File: src/rtl/rrc_pkg.sv
`timescale 1ns/1ps
package rrc_pkg;

   typedef enum logic [2:0] {
      RG_RUN,
      RG_DRAIN,
      RG_READY,
      RG_LOAD,
      RG_HOLD
   } rg_state_e;

   typedef enum logic [2:0] {
      AK_NONE,
      AK_PROC,
      AK_IRQ,
      AK_RSTAT,
      AK_READY,
      AK_DELAY,
      AK_GPR
   } acc_kind_e;

   typedef struct packed {
      acc_kind_e  kind;
      logic [2:0] reg_idx;
      logic [2:0] gpr_idx;
   } acc_t;

   // Address decode shared by the write and read paths
   function automatic acc_t decode_addr(input logic [31:0] a,
                                        input int unsigned n_reg,
                                        input int unsigned n_gpr);
      acc_t d;
      d.kind    = AK_NONE;
      d.reg_idx = a[7:5];
      d.gpr_idx = a[4:2];
      if (a[1:0] == 2'b00) begin
         if (a[31:2] == 30'h0)      d.kind = AK_PROC;
         else if (a[31:2] == 30'h1) d.kind = AK_IRQ;
         else if (a[31:2] == 30'h2) d.kind = AK_RSTAT;
         else if (a[31:2] == 30'h3) d.kind = AK_READY;
         else if (a[31:5] == 27'h8 && {29'b0, a[4:2]} < n_reg) begin
            d.kind    = AK_DELAY;
            d.reg_idx = a[4:2];
         end else if (a[31:8] == 24'h2 && {29'b0, a[7:5]} < n_reg &&
                      {29'b0, a[4:2]} < n_gpr) begin
            d.kind = AK_GPR;
         end
      end
      return d;
   endfunction

   function automatic logic [31:0] merge_bytes(input logic [31:0] old_v,
                                               input logic [31:0] new_v,
                                               input logic [3:0]  strb);
      logic [31:0] res;
      for (int b = 0; b < 4; b++)
         res[8*b +: 8] = strb[b] ? new_v[8*b +: 8] : old_v[8*b +: 8];
      return res;
   endfunction

endpackage

File: src/rtl/rrc_axil_port.sv
`timescale 1ns/1ps
module rrc_axil_port #(
   parameter int ADDR_W = 10
) (
   input  logic              clk,
   input  logic              rst_n,
   input  logic              s_awvalid,
   output logic              s_awready,
   input  logic [ADDR_W-1:0] s_awaddr,
   input  logic              s_wvalid,
   output logic              s_wready,
   input  logic [31:0]       s_wdata,
   input  logic [3:0]        s_wstrb,
   output logic              s_bvalid,
   input  logic              s_bready,
   output logic [1:0]        s_bresp,
   input  logic              s_arvalid,
   output logic              s_arready,
   input  logic [ADDR_W-1:0] s_araddr,
   output logic              s_rvalid,
   input  logic              s_rready,
   output logic [31:0]       s_rdata,
   output logic [1:0]        s_rresp,
   output logic              wr_en,
   output logic [ADDR_W-1:0] wr_addr,
   output logic [31:0]       wr_data,
   output logic [3:0]        wr_strb,
   output logic [ADDR_W-1:0] rd_addr,
   input  logic [31:0]       rd_data
);

   logic        bvalid_q;
   logic        rvalid_q;
   logic [31:0] rdata_q;
   logic        rd_take;

   // Address and data are accepted together once no response is pending
   assign wr_en     = s_awvalid & s_wvalid & ~bvalid_q;
   assign s_awready = wr_en;
   assign s_wready  = wr_en;
   assign wr_addr   = s_awaddr;
   assign wr_data   = s_wdata;
   assign wr_strb   = s_wstrb;

   assign rd_take   = s_arvalid & ~rvalid_q;
   assign s_arready = ~rvalid_q;
   assign rd_addr   = s_araddr;

   always_ff @(posedge clk) begin
      if (!rst_n) begin
         bvalid_q <= 1'b0;
         rvalid_q <= 1'b0;
         rdata_q  <= '0;
      end else begin
         if (wr_en)         bvalid_q <= 1'b1;
         else if (s_bready) bvalid_q <= 1'b0;
         if (rd_take) begin
            rvalid_q <= 1'b1;
            rdata_q  <= rd_data;
         end else if (s_rready) begin
            rvalid_q <= 1'b0;
         end
      end
   end

   assign s_bvalid = bvalid_q;
   assign s_bresp  = 2'b00;
   assign s_rvalid = rvalid_q;
   assign s_rdata  = rdata_q;
   assign s_rresp  = 2'b00;

endmodule

File: src/rtl/rrc_region_ctrl.sv
`timescale 1ns/1ps
module rrc_region_ctrl
   import rrc_pkg::*;
#(
   parameter int DELAY_W  = 32,
   parameter int HOLD_CYC = 4
) (
   input  logic               clk,
   input  logic               rst_n,
   input  logic               en_i,
   input  logic               sw_req_i,
   input  logic               frame_busy_i,
   input  logic               cfg_start_i,
   input  logic               cfg_done_i,
   output logic               active_o,
   output logic               region_rst_o,
   output logic               ready_o,
   output logic               ready_rise_o,
   output logic               sw_clr_o,
   output logic [DELAY_W-1:0] delay_o
);

   localparam int HOLD_W = (HOLD_CYC > 1) ? $clog2(HOLD_CYC) : 1;
   localparam logic [DELAY_W-1:0] DELAY_MAX = '1;

   rg_state_e          state_q, state_d;
   logic [DELAY_W-1:0] delay_q;
   logic               hold_last;

   // Reset hold length: a single cycle needs no counter
   generate
      if (HOLD_CYC == 1) begin : g_hold_one
         assign hold_last = 1'b1;
      end else begin : g_hold_cnt
         logic [HOLD_W-1:0] hold_cnt_q;
         always_ff @(posedge clk) begin
            if (!rst_n || state_q != RG_HOLD) hold_cnt_q <= '0;
            else                              hold_cnt_q <= hold_cnt_q + 1'b1;
         end
         assign hold_last = (hold_cnt_q == HOLD_W'(HOLD_CYC - 1));
      end
   endgenerate

   always_comb begin
      state_d = state_q;
      unique case (state_q)
         RG_RUN:   if (sw_req_i)      state_d = RG_DRAIN;
         RG_DRAIN: if (!frame_busy_i) state_d = RG_READY;
         RG_READY: if (cfg_start_i)   state_d = RG_LOAD;
         RG_LOAD:  if (cfg_done_i)    state_d = RG_HOLD;
         RG_HOLD:  if (hold_last)     state_d = RG_RUN;
         default:                     state_d = RG_RUN;
      endcase
   end

   always_ff @(posedge clk) begin
      if (!rst_n) begin
         state_q <= RG_RUN;
         delay_q <= '0;
      end else begin
         state_q <= state_d;
         if (state_q == RG_READY && cfg_start_i)
            delay_q <= DELAY_W'(1);
         else if (state_q == RG_LOAD && !cfg_done_i && delay_q != DELAY_MAX)
            delay_q <= delay_q + 1'b1;
      end
   end

   assign active_o     = en_i && (state_q == RG_RUN || state_q == RG_DRAIN);
   assign region_rst_o = (state_q == RG_LOAD) || (state_q == RG_HOLD);
   assign ready_o      = (state_q == RG_READY);
   assign ready_rise_o = (state_q == RG_DRAIN) && !frame_busy_i;
   assign sw_clr_o     = (state_q == RG_HOLD) && hold_last;
   assign delay_o      = delay_q;

endmodule

File: src/rtl/rrc_regs.sv
`timescale 1ns/1ps
module rrc_regs
   import rrc_pkg::*;
#(
   parameter int N_REGIONS = 8,
   parameter int N_GPR     = 8,
   parameter int ADDR_W    = 10,
   parameter int DELAY_W   = 32
) (
   input  logic                                 clk,
   input  logic                                 rst_n,
   input  logic                                 wr_en,
   input  logic [ADDR_W-1:0]                    wr_addr,
   input  logic [31:0]                          wr_data,
   input  logic [3:0]                           wr_strb,
   input  logic [ADDR_W-1:0]                    rd_addr,
   output logic [31:0]                          rd_data,
   input  logic [N_REGIONS-1:0]                 ready_i,
   input  logic [N_REGIONS-1:0][DELAY_W-1:0]    delay_i,
   input  logic [N_REGIONS-1:0]                 evt_set_i,
   input  logic [N_REGIONS-1:0]                 sw_clr_i,
   output logic [N_REGIONS-1:0]                 en_o,
   output logic [N_REGIONS-1:0]                 sw_o,
   output logic [N_REGIONS-1:0]                 irq_o,
   output logic                                 proc_start_o,
   output logic                                 proc_pause_o,
   output logic                                 proc_handled_o
);

   acc_t                 wd, rd;
   logic [1:0]           proc_q;
   logic                 handled_q;
   logic [N_REGIONS-1:0] irq_en_q, irq_st_q, en_q, sw_q;
   logic [N_REGIONS-1:0] w1c, sw_nxt;
   logic [31:0]          gpr_q [N_REGIONS][N_GPR];

   assign wd = decode_addr(32'(wr_addr), N_REGIONS, N_GPR);
   assign rd = decode_addr(32'(rd_addr), N_REGIONS, N_GPR);

   always_comb begin
      w1c    = '0;
      sw_nxt = sw_q;
      if (wr_en && wd.kind == AK_IRQ && wr_strb[1])
         w1c = wr_data[8 +: N_REGIONS];
      if (wr_en && wd.kind == AK_RSTAT && wr_strb[1])
         sw_nxt = wr_data[8 +: N_REGIONS];
   end

   always_ff @(posedge clk) begin
      if (!rst_n) begin
         proc_q    <= '0;
         handled_q <= 1'b0;
         irq_en_q  <= '0;
         irq_st_q  <= '0;
         en_q      <= '0;
         sw_q      <= '0;
         for (int r = 0; r < N_REGIONS; r++)
            for (int g = 0; g < N_GPR; g++)
               gpr_q[r][g] <= '0;
      end else begin
         handled_q <= 1'b0;
         // Set sources win over a clear in the same cycle
         irq_st_q  <= (irq_st_q & ~w1c) | evt_set_i;
         sw_q      <= sw_nxt & ~sw_clr_i;
         if (wr_en) begin
            unique case (wd.kind)
               AK_PROC: if (wr_strb[0]) begin
                  proc_q    <= wr_data[1:0];
                  handled_q <= wr_data[2];
               end
               AK_IRQ:   if (wr_strb[0]) irq_en_q <= wr_data[N_REGIONS-1:0];
               AK_RSTAT: if (wr_strb[0]) en_q     <= wr_data[N_REGIONS-1:0];
               AK_GPR:
                  gpr_q[wd.reg_idx][wd.gpr_idx] <=
                     merge_bytes(gpr_q[wd.reg_idx][wd.gpr_idx], wr_data, wr_strb);
               default: ;
            endcase
         end
      end
   end

   always_comb begin
      rd_data = '0;
      unique case (rd.kind)
         AK_PROC:  rd_data = {30'b0, proc_q};
         AK_IRQ:   rd_data = {16'b0, 8'(irq_st_q), 8'(irq_en_q)};
         AK_RSTAT: rd_data = {16'b0, 8'(sw_q), 8'(en_q)};
         AK_READY: rd_data = {24'b0, 8'(ready_i)};
         AK_DELAY: rd_data = 32'(delay_i[rd.reg_idx]);
         AK_GPR:   rd_data = gpr_q[rd.reg_idx][rd.gpr_idx];
         default:  rd_data = '0;
      endcase
   end

   assign en_o           = en_q;
   assign sw_o           = sw_q;
   assign irq_o          = irq_en_q & irq_st_q;
   assign proc_start_o   = proc_q[0];
   assign proc_pause_o   = proc_q[1];
   assign proc_handled_o = handled_q;

endmodule

File: src/rtl/rrc_bank.sv
`timescale 1ns/1ps
module rrc_bank #(
   parameter int N_REGIONS = 8,
   parameter int N_GPR     = 8,
   parameter int ADDR_W    = 10,
   parameter int DELAY_W   = 32,
   parameter int HOLD_CYC  = 4
) (
   input  logic                 clk,
   input  logic                 rst_n,
   input  logic                 s_awvalid,
   output logic                 s_awready,
   input  logic [ADDR_W-1:0]    s_awaddr,
   input  logic                 s_wvalid,
   output logic                 s_wready,
   input  logic [31:0]          s_wdata,
   input  logic [3:0]           s_wstrb,
   output logic                 s_bvalid,
   input  logic                 s_bready,
   output logic [1:0]           s_bresp,
   input  logic                 s_arvalid,
   output logic                 s_arready,
   input  logic [ADDR_W-1:0]    s_araddr,
   output logic                 s_rvalid,
   input  logic                 s_rready,
   output logic [31:0]          s_rdata,
   output logic [1:0]           s_rresp,
   input  logic [N_REGIONS-1:0] frame_busy_i,
   input  logic [N_REGIONS-1:0] task_event_i,
   input  logic [N_REGIONS-1:0] cfg_start_i,
   input  logic [N_REGIONS-1:0] cfg_done_i,
   output logic [N_REGIONS-1:0] region_active_o,
   output logic [N_REGIONS-1:0] region_rst_o,
   output logic [N_REGIONS-1:0] irq_o,
   output logic                 proc_start_o,
   output logic                 proc_pause_o,
   output logic                 proc_handled_o
);

   generate
      if (N_REGIONS < 1 || N_REGIONS > 8) begin : g_bad_regions
         $error("N_REGIONS must lie in 1..8");
      end
      if (N_GPR < 1 || N_GPR > 8) begin : g_bad_gpr
         $error("N_GPR must lie in 1..8");
      end
      if (ADDR_W < 10 || ADDR_W > 31) begin : g_bad_addr
         $error("ADDR_W must lie in 10..31");
      end
      if (DELAY_W < 1 || DELAY_W > 32) begin : g_bad_delay
         $error("DELAY_W must lie in 1..32");
      end
      if (HOLD_CYC < 1) begin : g_bad_hold
         $error("HOLD_CYC must be at least 1");
      end
   endgenerate

   logic                              wr_en;
   logic [ADDR_W-1:0]                 wr_addr, rd_addr;
   logic [31:0]                       wr_data, rd_data;
   logic [3:0]                        wr_strb;
   logic [N_REGIONS-1:0]              en_w, sw_w, ready_w, ready_rise_w, sw_clr_w;
   logic [N_REGIONS-1:0][DELAY_W-1:0] delay_w;

   rrc_axil_port #(.ADDR_W(ADDR_W)) u_port (
      .clk(clk), .rst_n(rst_n),
      .s_awvalid(s_awvalid), .s_awready(s_awready), .s_awaddr(s_awaddr),
      .s_wvalid(s_wvalid), .s_wready(s_wready), .s_wdata(s_wdata), .s_wstrb(s_wstrb),
      .s_bvalid(s_bvalid), .s_bready(s_bready), .s_bresp(s_bresp),
      .s_arvalid(s_arvalid), .s_arready(s_arready), .s_araddr(s_araddr),
      .s_rvalid(s_rvalid), .s_rready(s_rready), .s_rdata(s_rdata), .s_rresp(s_rresp),
      .wr_en(wr_en), .wr_addr(wr_addr), .wr_data(wr_data), .wr_strb(wr_strb),
      .rd_addr(rd_addr), .rd_data(rd_data)
   );

   rrc_regs #(
      .N_REGIONS(N_REGIONS), .N_GPR(N_GPR), .ADDR_W(ADDR_W), .DELAY_W(DELAY_W)
   ) u_regs (
      .clk(clk), .rst_n(rst_n),
      .wr_en(wr_en), .wr_addr(wr_addr), .wr_data(wr_data), .wr_strb(wr_strb),
      .rd_addr(rd_addr), .rd_data(rd_data),
      .ready_i(ready_w), .delay_i(delay_w),
      .evt_set_i(task_event_i | ready_rise_w), .sw_clr_i(sw_clr_w),
      .en_o(en_w), .sw_o(sw_w), .irq_o(irq_o),
      .proc_start_o(proc_start_o), .proc_pause_o(proc_pause_o),
      .proc_handled_o(proc_handled_o)
   );

   for (genvar r = 0; r < N_REGIONS; r++) begin : g_region
      rrc_region_ctrl #(.DELAY_W(DELAY_W), .HOLD_CYC(HOLD_CYC)) u_ctrl (
         .clk(clk), .rst_n(rst_n),
         .en_i(en_w[r]), .sw_req_i(sw_w[r]), .frame_busy_i(frame_busy_i[r]),
         .cfg_start_i(cfg_start_i[r]), .cfg_done_i(cfg_done_i[r]),
         .active_o(region_active_o[r]), .region_rst_o(region_rst_o[r]),
         .ready_o(ready_w[r]), .ready_rise_o(ready_rise_w[r]),
         .sw_clr_o(sw_clr_w[r]), .delay_o(delay_w[r])
      );
   end

endmodule

File: config.mk
export PLATFORM = sky130hd
export DESIGN_NAME = rrc_bank
export DESIGN_NICKNAME = d
export VERILOG_FILES = /design/src/rtl/rrc_pkg.sv /design/src/rtl/rrc_axil_port.sv /design/src/rtl/rrc_region_ctrl.sv /design/src/rtl/rrc_regs.sv /design/src/rtl/rrc_bank.sv
export SDC_FILE = /design/constraint.sdc
export NUM_CORES = 2
export LEC_CHECK = 0
export BUFFER_PORTS_ARGS = -buffer_cell sky130_fd_sc_hd__buf_4
export CAP_MARGIN = 20
export CELL_PAD_IN_SITES_DETAIL_PLACEMENT = 1
export CELL_PAD_IN_SITES_GLOBAL_PLACEMENT = 2
export CORE_ASPECT_RATIO = 0.6
export CORE_MARGIN = 3
export CORE_UTILIZATION = 30
export CTS_CLUSTER_DIAMETER = 40
export DETAILED_ROUTE_END_ITERATION = 10
export PLACE_DENSITY = 0.6
export RECOVER_POWER = 25
export SLEW_MARGIN = 20
export SYNTH_ARGS = -nofsm -noshare
export SYNTH_HDL_FRONTEND = slang
export SYNTH_SLANG_ARGS = --single-unit
export TNS_END_PERCENT = 5
File: constraint.sdc
create_clock -name clk -period 5.67 [get_ports clk]
set_input_delay 1.134 -clock clk [delete_from_list [all_inputs] [get_ports clk]]
set_output_delay 1.134 -clock clk [all_outputs]
set_load 0.02 [all_outputs]
==> metrics.cfg <==
[synth]
ys_types=101
synthTopCellsByCount=edfxtp_1 (2048), nor3_1 (2038), nand2_1 (1308), clkbuf_1 (765), nor2_1 (658)
synth-edff-count=2048
netlist_instances=11900
ys_warn_count=0
synth.top_cell.area_share_pct=48.1
synth.area.top_cells=edfxtp_1 (48%), nor3_1 (8.0%), dfxtp_1 (5.7%), mux4_2 (5.6%), mux2i_1 (4.3%)
yosysTopAreaCell=edfxtp_1
syn_area_per_cell_sq_um=10.8
synth.most_common_cell=edfxtp_1
ys_ff_latch=2413
async_reset_ff_share_pct=0
synth-main-ff-cell=edfxtp_1
ys_seq_area_share_pct=53.8
synth_area_sq_um=128000

[critical_path]
r2r-end=u_port.s_rdata[22]$_SDFFE_PN0P_
max_stage_delay_ns=0.90
worstPathRequired_ns=6.42
crit_path_start_kind=input pin
endpoint_kind=flip-flop
critical_path_class=input pin to flip-flop
worstPathArrival_ns=6.36
slowest_stage=clkbuf_1
r2r_slack_ns=1.05
r2r_start=u_port.s_rvalid$_SDFFE_PN0P_
crit_fanout=32
path_cells=buf_4 > clkbuf_1 > clkbuf_1 > nand2b_1 > o31ai_4 > buf_12 > buf_4 > a22oi_1 > o221ai_1 > a21oi_1 > buf_4 > o22ai_1 > nor3_4 > buf_12 > nor3_1
reg2regPathDepth=9
crit_start=s_awaddr[3]
crit_end=u_regs.gpr_q[3][165]$_SDFFCE_PN0P_
cpMostUsedCell=buf_4

[layout]
fin_cells=18300
area_growth_pct=21.4
fill_cells=45700
drive_gt1_share_pct=19.9
fin_nets=12300
finalInstanceArea_sq_um=155000

[timing]
setup_violations=0
tightest_slew_ns=3.22
fmax_mhz=178
final_max_slew_viol_count=118
fin_crit_sh_pct=98.8
relSlewSlack_pct=-115
setup-tns-final_ns=0
clock_skew_ns=0.0857
layout_min_cycle_time_ns=5.60
holdWs_ns=0.356
hold_viol_final=0
grt_setup_unrepaired=no

[clocking]
clk_pin_slew_worst_paths_ns=0.06
post_cts_resize_count=0
cts_tree=done
clk_latency_ns=0.97
postCtsSetupBuffers=0
numCtsBuffers=364
cts-root-buf=clkbuf_16
ctsHoldBuffers=0
clock-sinks=2413
h-tree-depth=5
cts.path.max_buffers=4

[pwr]
p_per_area_nw_per_um2=328
p_leak_nw=53.2
vdd_drop_max_mv=0.256

[drt]
top_layer=met5
wl_met2_microns=306000
via_per_inst=6.79
postRouteAntennaNets=0
route.met3.wl_microns=149000
route.detailed.drc=0
drt_iter0_markers=23500
wl_met1_microns=341000
routed_wirelength_microns=836000
vias=124000
avgRoutedWirePerCell_microns=45.8
drt_first_pass_iters=9

[placement]
dp.cells=17500
gp_congestion=0.971
dp_hpwl_microns=560000
placement.io_buffers=158
postPlaceCellArea_sq_um=143000

[global_route]
track_usage_pct=36.9
grt-ovfl-total=0
grt_pass1_wl_microns=1100000
antenna_found_initial=123
grt_pass1_vias=116000
grt_max_degree=86

[floorplan]
ios=163
die_h_microns=512
dieWidth_microns=849
dieArea_sq_um=434000
core_area_sq_um=424000
rows=185
start_util_pct=30.2

[run_status]
violations=capacitance limit, slew limit
status=finished with violations

[min_path]
min-delay-path-class=input pin to flip-flop
whs_path_depth=2

[flow_run]
maxCapViolations=3

## power breakdown
group          total [W]  switching [W]  leakage, nW  internal, W
Combinational    0.00696        0.00514         23.2      0.00182
Clock             0.0238        0.00969         5.98       0.0141
Sequential        0.0201       0.000383         24.0       0.0197
Total             0.0509         0.0152         53.2       0.0357
## final cells by class
cell class                 instances  area (sq um)  share of cell area, %
timing repair buffer            1276         12300                   7.94
antenna                           59           148                 0.0951
multi-input combinational       8094         54200                   34.9
inverter                          60           225                  0.145
clock buffer                     434          9880                   6.37
tap                             5703          7140                   4.60
clock inverter                   231          2510                   1.62
sequential                      2413         68800                   44.3
## placed cells by master, fill, tap and decap left out, drive strengths merged, types with 268 or more instances in the layout
cell    synthesis  final
mux2i         547    547
o21ai         268    268
a21oi         504    504
nor3         2047   2047
dfxtp         365    365
mux4          316    316
edfxtp       2048   2048
nand3         363    363
nor2          659    659
clkbuf        765    536
buf           552   1174
nand2        1308   1308
## worst max-delay path, delay by kind of cell
kind	cells	cell delay, ns
compound gates	5	1.59
buf+inv	7	2.73
simple gates	3	0.80
## how the worst min path moves through the flow
stage / startpoint / slack, ns / endpoint
floorplan: g_region[0].u_ctrl.g_hold_cnt.hold_cnt_q[0]$_SDFF_PP0_ / 0.40 / g_region[0].u_ctrl.g_hold_cnt.hold_cnt_q[0]$_SDFF_PP0_
global placement: g_region[5].u_ctrl.g_hold_cnt.hold_cnt_q[0]$_SDFF_PP0_ / 0.40 / g_region[5].u_ctrl.g_hold_cnt.hold_cnt_q[0]$_SDFF_PP0_
detailed placement: g_region[0].u_ctrl.g_hold_cnt.hold_cnt_q[0]$_SDFF_PP0_ / 0.41 / g_region[0].u_ctrl.g_hold_cnt.hold_cnt_q[0]$_SDFF_PP0_
CTS: s_rready / 0.30 / u_port.s_rvalid$_SDFFE_PN0P_
global route: s_rready / 0.34 / u_port.s_rvalid$_SDFFE_PN0P_
finish: s_rready / 0.36 / u_port.s_rvalid$_SDFFE_PN0P_
## state kept, by name, indices dropped and copies added (netlist names)
register and flops:
u_regs.irq_st_q 8, g_region.u_ctrl.g_hold_cnt.hold_cnt_q 16, u_regs.proc_q 2, u_regs.sw_o 8
u_regs.irq_en_q 8, u_regs.en_o 8, u_regs.proc_handled_o 1, g_region.u_ctrl.state_q 24
g_region.u_ctrl.delay_o 256, u_regs.gpr_q 2048, u_port.s_rvalid 1, u_port.s_rdata 32
u_port.s_bvalid 1
## metrics by stage
| step | setup slack (ns) | total power [W] | utilization (%) |
|---|---|---|---|
| after floorplan | 0.850 | 0.0232 | - |
| after global placement | -0.557 | 0.0269 | 33.8 |
| after detailed placement | -0.158 | 0.0270 | 33.8 |
| after CTS | 0.848 | 0.0505 | 36.7 |
| after global routing | 0.400 | 0.0517 | 36.6 |
| final | 0.0654 | 0.0509 | 36.6 |
## cells by family (layout without fill, tap and decap cells)
| kind of cell | Yosys count | count (layout) | share of synthesized area (%) |
|---|---|---|---|
| and+or+nand+nor | 4912 | 4912 | 18.2 |
| buffers and inverters | 1377 | 2001 | 4.86 |
| adders and majority gates | 16 | 16 | 0.157 |
| muxes | 927 | 927 | 10.4 |
| AOI/OAI and AO/OA | 2017 | 2017 | 11.0 |
| other | 1 | 63 | 0.00293 |
| DFF | 2413 | 2413 | 53.8 |
| xor gates and xnor gates | 218 | 218 | 1.49 |
## layer usage
metal	track usage, %	vias up
li1	-	46400
met1	51.9	64500
met2	46.0	11100
met3	19.5	2042
met4	15.3	44
met5	0.743	-
Note: power is estimated with default switching activity, not from simulation.
